--- config.mk ---
export PLATFORM = sky130hd
export DESIGN_NAME = sdram_cmd_seq
export DESIGN_NICKNAME = d
export VERILOG_FILES = /design/src/rtl/sdram_seq_pkg.sv /design/src/rtl/sdram_seq_fsm.sv /design/src/rtl/sdram_seq_req_reg.sv /design/src/rtl/sdram_seq_cmd_out.sv /design/src/rtl/sdram_cmd_seq.sv
export SDC_FILE = /design/constraint.sdc
export NUM_CORES = 1
export LEC_CHECK = 0
export BUFFER_PORTS_ARGS = -buffer_cell sky130_fd_sc_hd__buf_2
export CAP_MARGIN = 40
export CELL_PAD_IN_SITES_DETAIL_PLACEMENT = 0
export CELL_PAD_IN_SITES_GLOBAL_PLACEMENT = 1
export CORE_UTILIZATION = 37
export CTS_BUF_LIST = sky130_fd_sc_hd__clkbuf_4
export CTS_CLUSTER_DIAMETER = 200
export DETAILED_ROUTE_END_ITERATION = 10
export PLACE_DENSITY_LB_ADDON = 0.1
export RECOVER_POWER = 25
export SLEW_MARGIN = 20
export SYNTH_ARGS = -nofsm -noshare
export SYNTH_HDL_FRONTEND = slang
export SYNTH_SLANG_ARGS = --single-unit
--- constraint.sdc ---
create_clock -name clk -period 4.9 [get_ports clk]
set_input_delay 1.47 -clock clk [delete_from_list [all_inputs] [get_ports clk]]
set_output_delay 1.47 -clock clk [all_outputs]
set_load 0.005 [all_outputs]
--- src/rtl/sdram_seq_pkg.sv ---
package sdram_seq_pkg;

    typedef enum logic [2:0] {
        ST_IDLE,
        ST_PALL,
        ST_ACT,
        ST_RWAIT,
        ST_COL,
        ST_CLAT,
        ST_DATA,
        ST_DONE
    } seq_state_e;

    // {cs_n, ras_n, cas_n, we_n}
    typedef logic [3:0] sd_cmd_t;

    localparam sd_cmd_t CMD_NOP  = 4'b0111;
    localparam sd_cmd_t CMD_ACTV = 4'b0011;
    localparam sd_cmd_t CMD_READ = 4'b0101;
    localparam sd_cmd_t CMD_WRIT = 4'b0100;
    localparam sd_cmd_t CMD_PALL = 4'b0010;

endpackage

--- src/rtl/sdram_seq_fsm.sv ---
module sdram_seq_fsm
    import sdram_seq_pkg::*;
#(
    parameter int WAIT_W = 2
) (
    input  logic              clk,
    input  logic              rst_n,
    input  logic              req_valid,
    input  logic [WAIT_W-1:0] rcd_cfg,
    output seq_state_e        state,
    output logic              accept,
    output logic              req_ready
);

    seq_state_e        state_q, state_d;
    logic [WAIT_W-1:0] rcd_q;
    logic [WAIT_W-1:0] wait_cnt;

    assign accept = (state_q == ST_IDLE) && req_valid;
    assign state  = state_q;

    // State register, wait counter and sampled wait setting
    always_ff @(posedge clk) begin
        if (!rst_n) begin
            state_q  <= ST_IDLE;
            rcd_q    <= '0;
            wait_cnt <= '0;
        end else begin
            state_q <= state_d;
            if (accept) begin
                rcd_q <= rcd_cfg;
            end
            if (state_q == ST_ACT) begin
                wait_cnt <= rcd_q - 1'b1;
            end else if (state_q == ST_RWAIT) begin
                wait_cnt <= wait_cnt - 1'b1;
            end
        end
    end

    // Next-state logic
    always_comb begin
        state_d = state_q;
        unique case (state_q)
            ST_IDLE:  if (req_valid) state_d = ST_PALL;
            ST_PALL:  state_d = ST_ACT;
            ST_ACT:   state_d = (rcd_q == '0) ? ST_COL : ST_RWAIT;
            ST_RWAIT: if (wait_cnt == '0) state_d = ST_COL;
            ST_COL:   state_d = ST_CLAT;
            ST_CLAT:  state_d = ST_DATA;
            ST_DATA:  state_d = ST_DONE;
            ST_DONE:  state_d = ST_IDLE;
            default:  state_d = ST_IDLE;
        endcase
    end

    // Outputs
    always_comb begin
        req_ready = (state_q == ST_DONE);
    end

endmodule

--- src/rtl/sdram_seq_req_reg.sv ---
module sdram_seq_req_reg
    import sdram_seq_pkg::*;
#(
    parameter int ROW_W  = 12,
    parameter int COL_W  = 8,
    parameter int BANK_W = 2,
    parameter int DATA_W = 16,
    localparam int ADDR_W = BANK_W + ROW_W + COL_W,
    localparam int BE_W   = DATA_W / 8
) (
    input  logic              clk,
    input  logic              rst_n,
    input  logic              accept,
    input  seq_state_e        state,
    input  logic              req_write,
    input  logic [ADDR_W-1:0] req_addr,
    input  logic [DATA_W-1:0] req_wdata,
    input  logic [BE_W-1:0]   req_be,
    input  logic [DATA_W-1:0] sd_dq_i,
    output logic              wr,
    output logic [BANK_W-1:0] bank,
    output logic [ROW_W-1:0]  row,
    output logic [COL_W-1:0]  col,
    output logic [DATA_W-1:0] rd_data,
    output logic [DATA_W-1:0] sd_dq_o,
    output logic              sd_dq_oe,
    output logic [BE_W-1:0]   sd_dqm
);

    logic [ADDR_W-1:0] addr_q;
    logic [DATA_W-1:0] wdata_q;
    logic [BE_W-1:0]   be_q;
    logic [DATA_W-1:0] rdata_q;
    logic              wr_q;
    logic              data_phase;

    always_ff @(posedge clk) begin
        if (!rst_n) begin
            addr_q  <= '0;
            wdata_q <= '0;
            be_q    <= '0;
            wr_q    <= 1'b0;
            rdata_q <= '0;
        end else begin
            if (accept) begin
                addr_q  <= req_addr;
                wdata_q <= req_wdata;
                be_q    <= req_be;
                wr_q    <= req_write;
            end
            if (state == ST_DATA && !wr_q) begin
                rdata_q <= sd_dq_i;
            end
        end
    end

    assign wr      = wr_q;
    assign col     = addr_q[COL_W-1:0];
    assign row     = addr_q[COL_W +: ROW_W];
    assign bank    = addr_q[ADDR_W-1 -: BANK_W];
    assign rd_data = rdata_q;

    always_comb begin
        data_phase = (state == ST_COL) || (state == ST_CLAT) || (state == ST_DATA);
        sd_dq_oe   = data_phase && wr_q;
        sd_dq_o    = sd_dq_oe ? wdata_q : '0;
        if (!data_phase) begin
            sd_dqm = '1;
        end else if (wr_q) begin
            sd_dqm = ~be_q;
        end else begin
            sd_dqm = '0;
        end
    end

endmodule

--- src/rtl/sdram_seq_cmd_out.sv ---
module sdram_seq_cmd_out
    import sdram_seq_pkg::*;
#(
    parameter int ROW_W  = 12,
    parameter int COL_W  = 8,
    parameter int BANK_W = 2
) (
    input  seq_state_e        state,
    input  logic              wr,
    input  logic [BANK_W-1:0] bank,
    input  logic [ROW_W-1:0]  row,
    input  logic [COL_W-1:0]  col,
    output sd_cmd_t           cmd,
    output logic              apall,
    output logic [ROW_W-1:0]  addr,
    output logic [BANK_W-1:0] ba
);

    always_comb begin
        cmd   = CMD_NOP;
        apall = 1'b0;
        addr  = '0;
        ba    = '0;
        unique case (state)
            ST_PALL: begin
                cmd   = CMD_PALL;
                apall = 1'b1;
            end
            ST_ACT: begin
                cmd  = CMD_ACTV;
                addr = row;
                ba   = bank;
            end
            ST_COL: begin
                cmd  = wr ? CMD_WRIT : CMD_READ;
                addr = ROW_W'(col);
                ba   = bank;
            end
            ST_IDLE, ST_RWAIT, ST_CLAT, ST_DATA, ST_DONE: begin
                cmd = CMD_NOP;
            end
            default: cmd = CMD_NOP;
        endcase
    end

endmodule

--- src/rtl/sdram_cmd_seq.sv ---
module sdram_cmd_seq
    import sdram_seq_pkg::*;
#(
    parameter int ROW_W  = 12,
    parameter int COL_W  = 8,
    parameter int BANK_W = 2,
    parameter int DATA_W = 16,
    localparam int ADDR_W = BANK_W + ROW_W + COL_W,
    localparam int BE_W   = DATA_W / 8
) (
    input  logic              clk,
    input  logic              rst_n,
    input  logic              req_valid,
    input  logic              req_write,
    input  logic [ADDR_W-1:0] req_addr,
    input  logic [DATA_W-1:0] req_wdata,
    input  logic [BE_W-1:0]   req_be,
    input  logic [1:0]        rcd_cfg,
    output logic              req_ready,
    output logic [DATA_W-1:0] rd_data,
    output logic              sd_cke,
    output logic              sd_cs_n,
    output logic              sd_ras_n,
    output logic              sd_cas_n,
    output logic              sd_we_n,
    output logic [BE_W-1:0]   sd_dqm,
    output logic [ROW_W-1:0]  sd_addr,
    output logic [BANK_W-1:0] sd_ba,
    output logic              sd_apall,
    output logic [DATA_W-1:0] sd_dq_o,
    output logic              sd_dq_oe,
    input  logic [DATA_W-1:0] sd_dq_i
);

    seq_state_e        state;
    logic              accept;
    logic              wr;
    logic [BANK_W-1:0] bank;
    logic [ROW_W-1:0]  row;
    logic [COL_W-1:0]  col;
    sd_cmd_t           cmd;

    sdram_seq_fsm #(.WAIT_W(2)) u_fsm (
        .clk       (clk),
        .rst_n     (rst_n),
        .req_valid (req_valid),
        .rcd_cfg   (rcd_cfg),
        .state     (state),
        .accept    (accept),
        .req_ready (req_ready)
    );

    sdram_seq_req_reg #(
        .ROW_W (ROW_W),
        .COL_W (COL_W),
        .BANK_W(BANK_W),
        .DATA_W(DATA_W)
    ) u_req (
        .clk      (clk),
        .rst_n    (rst_n),
        .accept   (accept),
        .state    (state),
        .req_write(req_write),
        .req_addr (req_addr),
        .req_wdata(req_wdata),
        .req_be   (req_be),
        .sd_dq_i  (sd_dq_i),
        .wr       (wr),
        .bank     (bank),
        .row      (row),
        .col      (col),
        .rd_data  (rd_data),
        .sd_dq_o  (sd_dq_o),
        .sd_dq_oe (sd_dq_oe),
        .sd_dqm   (sd_dqm)
    );

    sdram_seq_cmd_out #(
        .ROW_W (ROW_W),
        .COL_W (COL_W),
        .BANK_W(BANK_W)
    ) u_cmd (
        .state(state),
        .wr   (wr),
        .bank (bank),
        .row  (row),
        .col  (col),
        .cmd  (cmd),
        .apall(sd_apall),
        .addr (sd_addr),
        .ba   (sd_ba)
    );

    assign {sd_cs_n, sd_ras_n, sd_cas_n, sd_we_n} = cmd;
    assign sd_cke = 1'b1;

endmodule

==> results.ini, run 1 <==
[worst_hold_path]
min_to=u_req.wdata_q[1]
hold_start=u_req.wdata_q[1]
min_path_type=flip-flop to flip-flop
hold_depth=2

[yosys]
ys_seq_area_share_pct=47.0
yosys.area_share.simple_pct=27.4
syn-num-nets=409
synth-compound-area-share_pct=17.3
yosysWarnings=0
synth_top_area_cell=dfxtp_1
ys.flop_type=dfxtp_1
synth_top_family_by_area=simple AND/OR/NAND/NOR gates
syn_area_sq_mm=0.00273
synth_area_per_cell_sq_um=7.86
ys_ff_latch=64
synthAdderAreaFrac_pct=0
muxShareOfSynthArea_pct=1.10
async_flop_share_pct=0
synth_area_leaders=dfxtp_1 (47%), nand2_1 (17%), a21oi_1 (9.2%), and3_1 (4.1%), a22o_1 (2.6%)
synth_edf_count=0
synth_xor_area_share_pct=0
ys_types=32
postSynthCellCount=347
synth_top_cell_area_share_pct=47.0

[clock_tree]
clockBufferDepth=2
cts_resized=0
post_cts_buffers=0
cts_root_buffer=clkbuf_4
clkSlewWorstSetupHoldPaths_ps=100
tritoncts=done
cts_made_buffers=9
postCtsHoldBufs=0
clk_latency_ps=400
cts_sinks=64
htree_levels=3

[global_routing]
grt_pass1_wl_mm=11.2
grt_usage_pct=18.9
grt_max_degree=44
grt_overflow=0
antenna_found_initial=1
grt_pass1_vias=2445

[timing]
setup_violations=0
slew_violations=0
min_period_ps=3660
maxSlewHeadroom_pct=43.0
period_share_pct=74.7
hold_viol=0
rsz0062_at_grt=false
fin_ws_ps=1240
clock.fmax_ghz=0.273
worst_pin_slew_ps=851
fin_skew_ps=11.1
finalSetupTns_ps=0

[run]
cap_violations=0

[pwr]
p_sw_share_pct=30.0
clock_power_share_pct=29.9
power_frac_seq_pct=52.2
p_leak_nw=1.59
p_sw_uw=349
combPwrFrac_pct=17.9
power_mw=1.16
ir_drop_v=0.000141
p_per_area_mw_per_mm2=340
p_int_uw=815

[drt]
remaining_drc_errors=0
viasPerCell=4.70
final_antenna_net_count=0
dr.pass1.iters=4
first_iter_violations=95
wl_mm=6.86
vias=2585
post_drt_wl_per_cell_um=12.5

[worst_setup_path]
cp-end-kind=output port
r2r-end=u_fsm.rcd_q[1]
rrSetupSlack_ps=2950
crit_arrival_ps=2190
reg2reg_from=u_fsm.state[0]
crit_fanout=13
cp-startpoint=u_fsm.state[1]
cp-start-kind=flip-flop
reg2reg_depth=4
critPathRequiredTime_ps=3430
worstSetupPathType=flip-flop to output port

[final_layout]
n_antenna_cell=0
fillers=755
nNetsFinal=511
area_delta_synth_final_pct=25.6
layout_commonest_cell=nand2_1
drive_above_1_share_pct=29.7
final_cell_mix=nand2_1 (122), buf_2 (113), dfxtp_1 (64)

[die]
ios=118
row_count=30
die_h_um=87.9
fp.coreArea_sq_mm=0.00694
initial_core_util_pct=39.3
die_w_um=87.9
die_area_sq_mm=0.00772

[place]
place_ws_ps=1660
dp_hpwl_mm=4.62
gp_congestion=0.775
port_buffers=115

[outcome]
status=finished clean

-- cell families (layout without fill, tap and decap cells) --
| logic type | after synthesis | count (layout) |
|---|---|---|
| muxes | 3 | 3 |
| DFF | 64 | 64 |
| AOI/OAI and AO/OA | 79 | 79 |
| and+or+nand+nor | 166 | 166 |
| other | 2 | 2 |
| buffers and inverters | 33 | 140 |
-- registers in the layout, summed over array words and instances (netlist names) --
name / flops
u_fsm.rcd_q: 2
u_req.rd_data: 16
u_req.addr_q: 22
u_req.wr: 1
u_fsm.wait_cnt: 2
u_req.wdata_q: 16
u_fsm.state: 3
u_req.be_q: 2
-- power by group through the flow --
stage	clock network, mW	logic [mW]	registers [mW]
2_1_floorplan	0	0.170	0.598
3_3_place_gp	0	0.209	0.616
3_5_place_dp	0	0.213	0.619
4_1_cts	0.360	0.214	0.607
5_1_grt	0.388	0.241	0.615
6_report	0.348	0.209	0.607
-- metrics by stage --
step	std cells	utilization, %	area (sq um)	hold slack [ps]
floorplan	347	-	2730	430
global placement	533	47.4	3290	438
detailed placement	534	47.7	3310	440
CTS	550	49.5	3440	455
global route	550	49.3	3430	471
finish	550	49.3	3430	452
-- worst max path at each step --
stage,endpoint,slack (ps)
floorplan,sd_addr[2],2190
global placement,sd_ba[0],1730
detailed placement,sd_ba[0],1660
CTS,sd_ba[0],1200
global route,sd_ba[0],1060
finish,sd_ba[1],1240
-- layout make-up --
| cell class | count | area [sq um] | share of cell area, % |
|---|---|---|---|
| Inverter | 3 | 11.3 | 0.329 |
| Sequential cell | 64 | 1280 | 37.4 |
| Timing Repair Buffer | 121 | 614 | 17.9 |
| Multi-Input combinational cell | 250 | 1270 | 37.0 |
| Tap cell | 96 | 120 | 3.51 |
| Clock buffer | 11 | 82.6 | 2.41 |
| Clock inverter | 5 | 47.5 | 1.39 |
-- metal layers --
metal  up-vias  GRT usage (%)  wire length, um
met1      1141           23.2             3190
met3        11           7.54              602
li1       1346              -                -
met5         -              0               13
met4         2           8.94              112
met2        85           29.1             2940
-- cells in the mapped netlist, drive strengths merged, types with 3 or more instances --
master    n
inv       3
and3     18
a21boi   12
nor2b     3
dfxtp    64
o21ai     4
nand2   122
buf      18
a21oi    50
a22o      8
nor3      3
and2      5
nor2      6
clkbuf   12
mux2i     3
-- critical path: stages (launching register included) --
cell	delay (ps)
dfxtp_1	570
nor3b_2	770
nor2_1	180
nor2b_1	140
buf_2	130
Note: power is estimated with default switching activity, not from simulation.
==> run 2: changes to the inputs <==
--- a/config.mk
+++ b/config.mk
@@ -9,7 +9,7 @@
 export CAP_MARGIN = 40
 export CELL_PAD_IN_SITES_DETAIL_PLACEMENT = 0
 export CELL_PAD_IN_SITES_GLOBAL_PLACEMENT = 1
-export CORE_UTILIZATION = 37
+export CORE_UTILIZATION = 34
 export CTS_BUF_LIST = sky130_fd_sc_hd__clkbuf_4
 export CTS_CLUSTER_DIAMETER = 200
 export DETAILED_ROUTE_END_ITERATION = 10
==> constraint.sdc (replaced) <==
create_clock -name clk -period 3.73 [get_ports clk]
set_input_delay 1.119 -clock clk [delete_from_list [all_inputs] [get_ports clk]]
set_output_delay 1.119 -clock clk [all_outputs]
set_load 0.005 [all_outputs]
==> run 2 against run 1 <==
Effect of this change: sequential power grew 31%; critical path depth unchanged; core utilization down 4.8 points; non-clock buffer count up 1; largest power group unchanged.
==> results.ini, run 2 (synthesis gave the netlist of run 1 again) <==
[outcome]
status=finished clean

[worst_setup_path]
reg2reg_depth=4  ; unchanged
r2r-end=u_req.addr_q[9]
rrSetupSlack_ps=1630  ; -1320 ps
crit_arrival_ps=2180  ; about the same
slowest_stage=nor3b_2
cp-start-kind=flip-flop
critPathRequiredTime_ps=2610  ; -820 ps
worstSetupPathType=flip-flop to output port
cpPeakStageDelay_ps=760  ; about the same
cp-end-kind=output port
path_cells=nor3b_2 > nor2_1 > nor2b_1 > buf_2
reg2reg_from=u_fsm.state[2]
crit_fanout=13  ; unchanged

[final_layout]
largest_reg_flops=22  ; unchanged
drive_above_1_share_pct=29.7  ; -0.065 points
area_delta_synth_final_pct=26.1
nNetsFinal=512  ; +0.20%
final_cells=558  ; +1.5%
top_register=u_req.addr_q
final_cell_mix=nand2_1 (122), buf_2 (114), dfxtp_1 (64)
post-route-cell-area_sq_mm=0.00344  ; +0.37%
post-route-util_pct=44.5  ; -4.8 points
fillers=830  ; +9.9%
layout_commonest_cell=nand2_1

[place]
dp_hpwl_mm=4.66  ; +0.86%
place_inst=540  ; +1.1%
port_buffers=115  ; unchanged
place_ws_ps=827  ; -832 ps
placed_area_sq_mm=0.00333  ; +0.60%
gp_congestion=0.721  ; -6.9%

[timing]
setup_violations=0  ; unchanged
worst_pin_slew_ps=1180  ; +333 ps
fin_ws_ps=435  ; -803 ps
slew_violations=0  ; unchanged
rsz0062_at_grt=false
maxSlewHeadroom_pct=21.1  ; -22 points
fin_skew_ps=8.89  ; -2.25 ps
min_period_ps=3300
period_share_pct=88.3
finalSetupTns_ps=0  ; unchanged
hold_viol=0  ; unchanged
hold_slack_ps=454  ; +1.77 ps
clock.fmax_ghz=0.303

[global_routing]
grt_usage_pct=17.1  ; -1.9 points
grt.met1_usage_pct=21.3  ; -1.9 points
globalRouteMet3Util_pct=8.96  ; +1.4 points
use_met2_pct=25.7  ; -3.4 points
grt_pass1_wl_mm=11.1  ; -0.92%
grt_overflow=0  ; unchanged
grt_pass1_vias=2294  ; -6.2%
grt_max_degree=27  ; -39%
grt-busiest-layer=met2
antenna_found_initial=1  ; unchanged

[worst_hold_path]
hold_depth=2  ; unchanged
min_to=u_req.wdata_q[13]
min_path_type=flip-flop to flip-flop
hold_start=u_req.wdata_q[13]

[pwr]
p_per_area_mw_per_mm2=443  ; +30%
power_mw=1.52  ; +31%
p_leak_nw=1.60  ; +0.41%
ir_drop_v=0.000163  ; +15%

[drt]
wl_mm=6.95  ; +1.4%
first_iter_violations=133  ; +40%
dr.pass1.iters=4  ; unchanged
viasPerCell=4.63  ; -1.4%
final_antenna_net_count=0  ; unchanged
vias=2585  ; unchanged
post_drt_wl_per_cell_um=12.5  ; about the same
remaining_drc_errors=0  ; unchanged

[clock_tree]
clkSlewWorstSetupHoldPaths_ps=100  ; about the same
cts_made_buffers=9  ; unchanged
clockBufferDepth=2  ; unchanged
post_cts_buffers=0  ; unchanged
htree_levels=3  ; unchanged
postCtsHoldBufs=0  ; unchanged
cts_root_buffer=clkbuf_4
tritoncts=done
clk_latency_ps=400  ; about the same
cts_resized=0  ; unchanged
cts_sinks=64  ; unchanged

[die]
die_area_sq_mm=0.00838  ; +8.6%
fp.coreArea_sq_mm=0.00773  ; +11%
die_w_um=91.6  ; +4.2%
row_count=32  ; +6.7%
initial_core_util_pct=35.3  ; -4.0 points
ios=118  ; unchanged
die_h_um=91.6  ; +4.2%

[run]
cap_violations=0  ; unchanged

-- run 2: worst max path at each step --
stage,startpoint,end,slack [ps],cells past startpoint
floorplan,u_fsm.state[2],sd_addr[2],1370,4
global placement,u_fsm.state[1],sd_ba[0],920,4
detailed placement,u_fsm.state[1],sd_ba[1],830,4
CTS,u_fsm.state[1],sd_ba[1],390,4
global route,u_fsm.state[1],sd_ba[1],190,4
finish,u_fsm.state[1],sd_ba[1],430,4
-- run 2: worst max-delay path: cells and delay by family, from the launching register on --
family	cells	cell delay, ps
AND/OR/NAND/NOR	3	1090
flip-flops	1	560
buffers and inverters	1	130
-- run 2: final cells by class --
cell class | instances | area, sq um | share of cell area, %
clock buffer | 11 | 82.6 | 2.40
timing repair buffer | 122 | 623 | 18.1
inverter | 3 | 11.3 | 0.328
sequential | 64 | 1280 | 37.3
tap | 102 | 128 | 3.71
antenna | 1 | 2.50 | 0.0728
clock inverter | 5 | 47.5 | 1.38
multi-input combinational | 250 | 1260 | 36.7
-- run 2: layer usage --
metal	share of wire, %	wire length, um	vias up
met5	0	0	-
met4	0.76	53	0
met3	9.5	661	4
met2	43	3000	84
met1	47	3240	1143
li1	-	-	1354
-- run 2: report_power, final --
part / total [mW] / leakage [nW] / internal [mW] / switching [mW]
clock: 0.453 / 0.0757 / 0.214 / 0.240
combinational: 0.275 / 0.998 / 0.116 / 0.158
sequential: 0.796 / 0.522 / 0.743 / 0.0539
==> run 3: changes to the inputs <==
==> constraint.sdc (replaced) <==
create_clock -name clk -period 3.25 [get_ports clk]
set_input_delay 0.975 -clock clk [delete_from_list [all_inputs] [get_ports clk]]
set_output_delay 0.975 -clock clk [all_outputs]
set_load 0.005 [all_outputs]
==> run 3 against run 2 <==
Effect of this change: sequential power is 15% higher; design area is 1.5% higher; largest cell class unchanged; first-iteration DRC count is 17% higher; die area stayed put; worst hold slack better by 0.92 ps; flip-flop and latch count stayed put; power is 20% higher; wire length is 1.5% higher; setup slack worse by 250 ps.
==> results.ini, run 3 (synthesis gave the netlist of run 1 again) <==
[die]
die_w_um=91.6  ; unchanged
die_h_um=91.6  ; unchanged
row_count=32  ; unchanged
die_area_sq_mm=0.00838  ; unchanged
initial_core_util_pct=35.3  ; unchanged
fp.coreArea_sq_mm=0.00773  ; unchanged
ios=118  ; unchanged

[clock_tree]
htree_levels=3  ; unchanged
post_cts_buffers=0  ; unchanged
clockBufferDepth=2  ; unchanged
tritoncts=done
cts_made_buffers=9  ; unchanged
cts_sinks=64  ; unchanged
clk_latency_ps=390  ; about the same
cts_root_buffer=clkbuf_4
clkSlewWorstSetupHoldPaths_ps=110  ; about the same

[final_layout]
final_cell_mix=nand2_1 (122), buf_2 (115), dfxtp_1 (64)
final_cells=557  ; -0.18%
n_antenna_cell=0  ; -1
seqCellArea_sq_mm=0.00128  ; unchanged
largest_reg_flops=22  ; unchanged
nNetsFinal=513  ; +0.20%
layout_commonest_cell=nand2_1
post-route-util_pct=45.2  ; +0.68 points
area_delta_synth_final_pct=28.0
top_register=u_req.addr_q
multi_input_area_sq_mm=0.00127  ; +0.99%
fillers=817  ; -1.6%
drive_above_1_share_pct=30.3  ; +0.66 points

[drt]
wl_mm=7.06  ; +1.5%
remaining_drc_errors=0  ; unchanged
final_antenna_net_count=0  ; unchanged
vias=2594  ; +0.35%
post_drt_wl_per_cell_um=12.7  ; +1.7%
dr.pass1.iters=4  ; unchanged
first_iter_violations=155  ; +17%
viasPerCell=4.66  ; +0.53%

[place]
gp_congestion=0.721  ; about the same
dp_hpwl_mm=4.85  ; +4.1%
port_buffers=115  ; unchanged
place_inst=542  ; +0.37%

[worst_setup_path]
worstSetupPathType=flip-flop to output port
critPathRequiredTime_ps=2270  ; -340 ps
crit_fanout=18  ; +5
crit_arrival_ps=2100  ; -80 ps
reg2reg_from=u_fsm.state[0]
cp-start-kind=flip-flop
cp-startpoint=u_fsm.state[0]
cp-end-kind=output port

[global_routing]
grt_max_degree=29  ; +7.4%
antenna_found_initial=1  ; unchanged
grt_pass1_wl_mm=11.4  ; +2.9%
grt_overflow=0  ; unchanged
grt_pass1_vias=2307  ; +0.57%
grt_usage_pct=17.4  ; +0.27 points

[timing]
hold_viol=0  ; unchanged
fin_skew_ps=11.8  ; +2.87 ps
setup_violations=0  ; unchanged
min_period_ps=3070
clock.fmax_ghz=0.326
rsz0062_at_grt=false
worst_pin_slew_ps=1080  ; -99.2 ps
slew_violations=0  ; unchanged
period_share_pct=94.5
finalSetupTns_ps=0  ; unchanged
maxSlewHeadroom_pct=27.7  ; +6.6 points

[run]
cap_violations=0  ; unchanged

[outcome]
status=finished clean

[pwr]
p_leak_nw=1.61  ; +1.1%
p_per_area_mw_per_mm2=523  ; +18%
ir_drop_v=0.000241  ; +48%
power_mw=1.83  ; +20%

[worst_hold_path]
hold_start=u_req.wdata_q[9]
min_path_type=flip-flop to flip-flop

run 3: area by class of cell:
cell class / count / share of cell area, %
flip-flops and latches: 64 / 36.7
multi-input cells: 250 / 36.5
repair buffers: 123 / 18.6
well taps: 102 / 3.66
clock buffers: 10 / 2.15
clock inverters: 5 / 2.08
inverters: 3 / 0.323
run 3: final timing paths:
path / slack, ps / cells past startpoint / to
max: 180 / 4 / sd_dq_o[1]
min: 450 / 2 / u_req.wdata_q[9]
max reg2reg: 1110 / 4 / u_req.be_q[1]
min reg2reg: 450 / 2 / u_req.wdata_q[9]
run 3: stage by stage:
| stage | setup WS (ps) | instance area [sq um] | hold WS, ps |
|---|---|---|---|
| after floorplan | 1030 | 2730 | 430 |
| after global placement | 597 | 3320 | 436 |
| after detailed placement | 489 | 3340 | 442 |
| after CTS | 26.5 | 3490 | 457 |
| after global routing | 1.51 | 3490 | 472 |
| final | 180 | 3490 | 455 |
run 3: timing repair:
item,in CTS,in global routing
resized for setup,0,1
hold buffers,0,0
setup endpoints to repair,0,4
run 3: power by group:
part / internal (mW) / switching [mW]
Clock: 0.311 / 0.272
Combinational: 0.140 / 0.189
Sequential: 0.852 / 0.0638
Total: 1.30 / 0.524
run 3: critical path, stage by stage, from the launching register on:
cell and delay, ps:
dfxtp_1 730, nand2_1 170, and2_1 400, and3_1 290
buf_2 120
run 3: routing by layer:
layer	share of wire [%]	up-vias	global-route usage (%)	wire, um
met3	8.7	8	8.04	617
li1	-	1355	-	-
met1	48	1142	22.4	3390
met5	0.14	-	0	10
met2	42	87	26.0	2990
met4	0.78	2	4.37	55
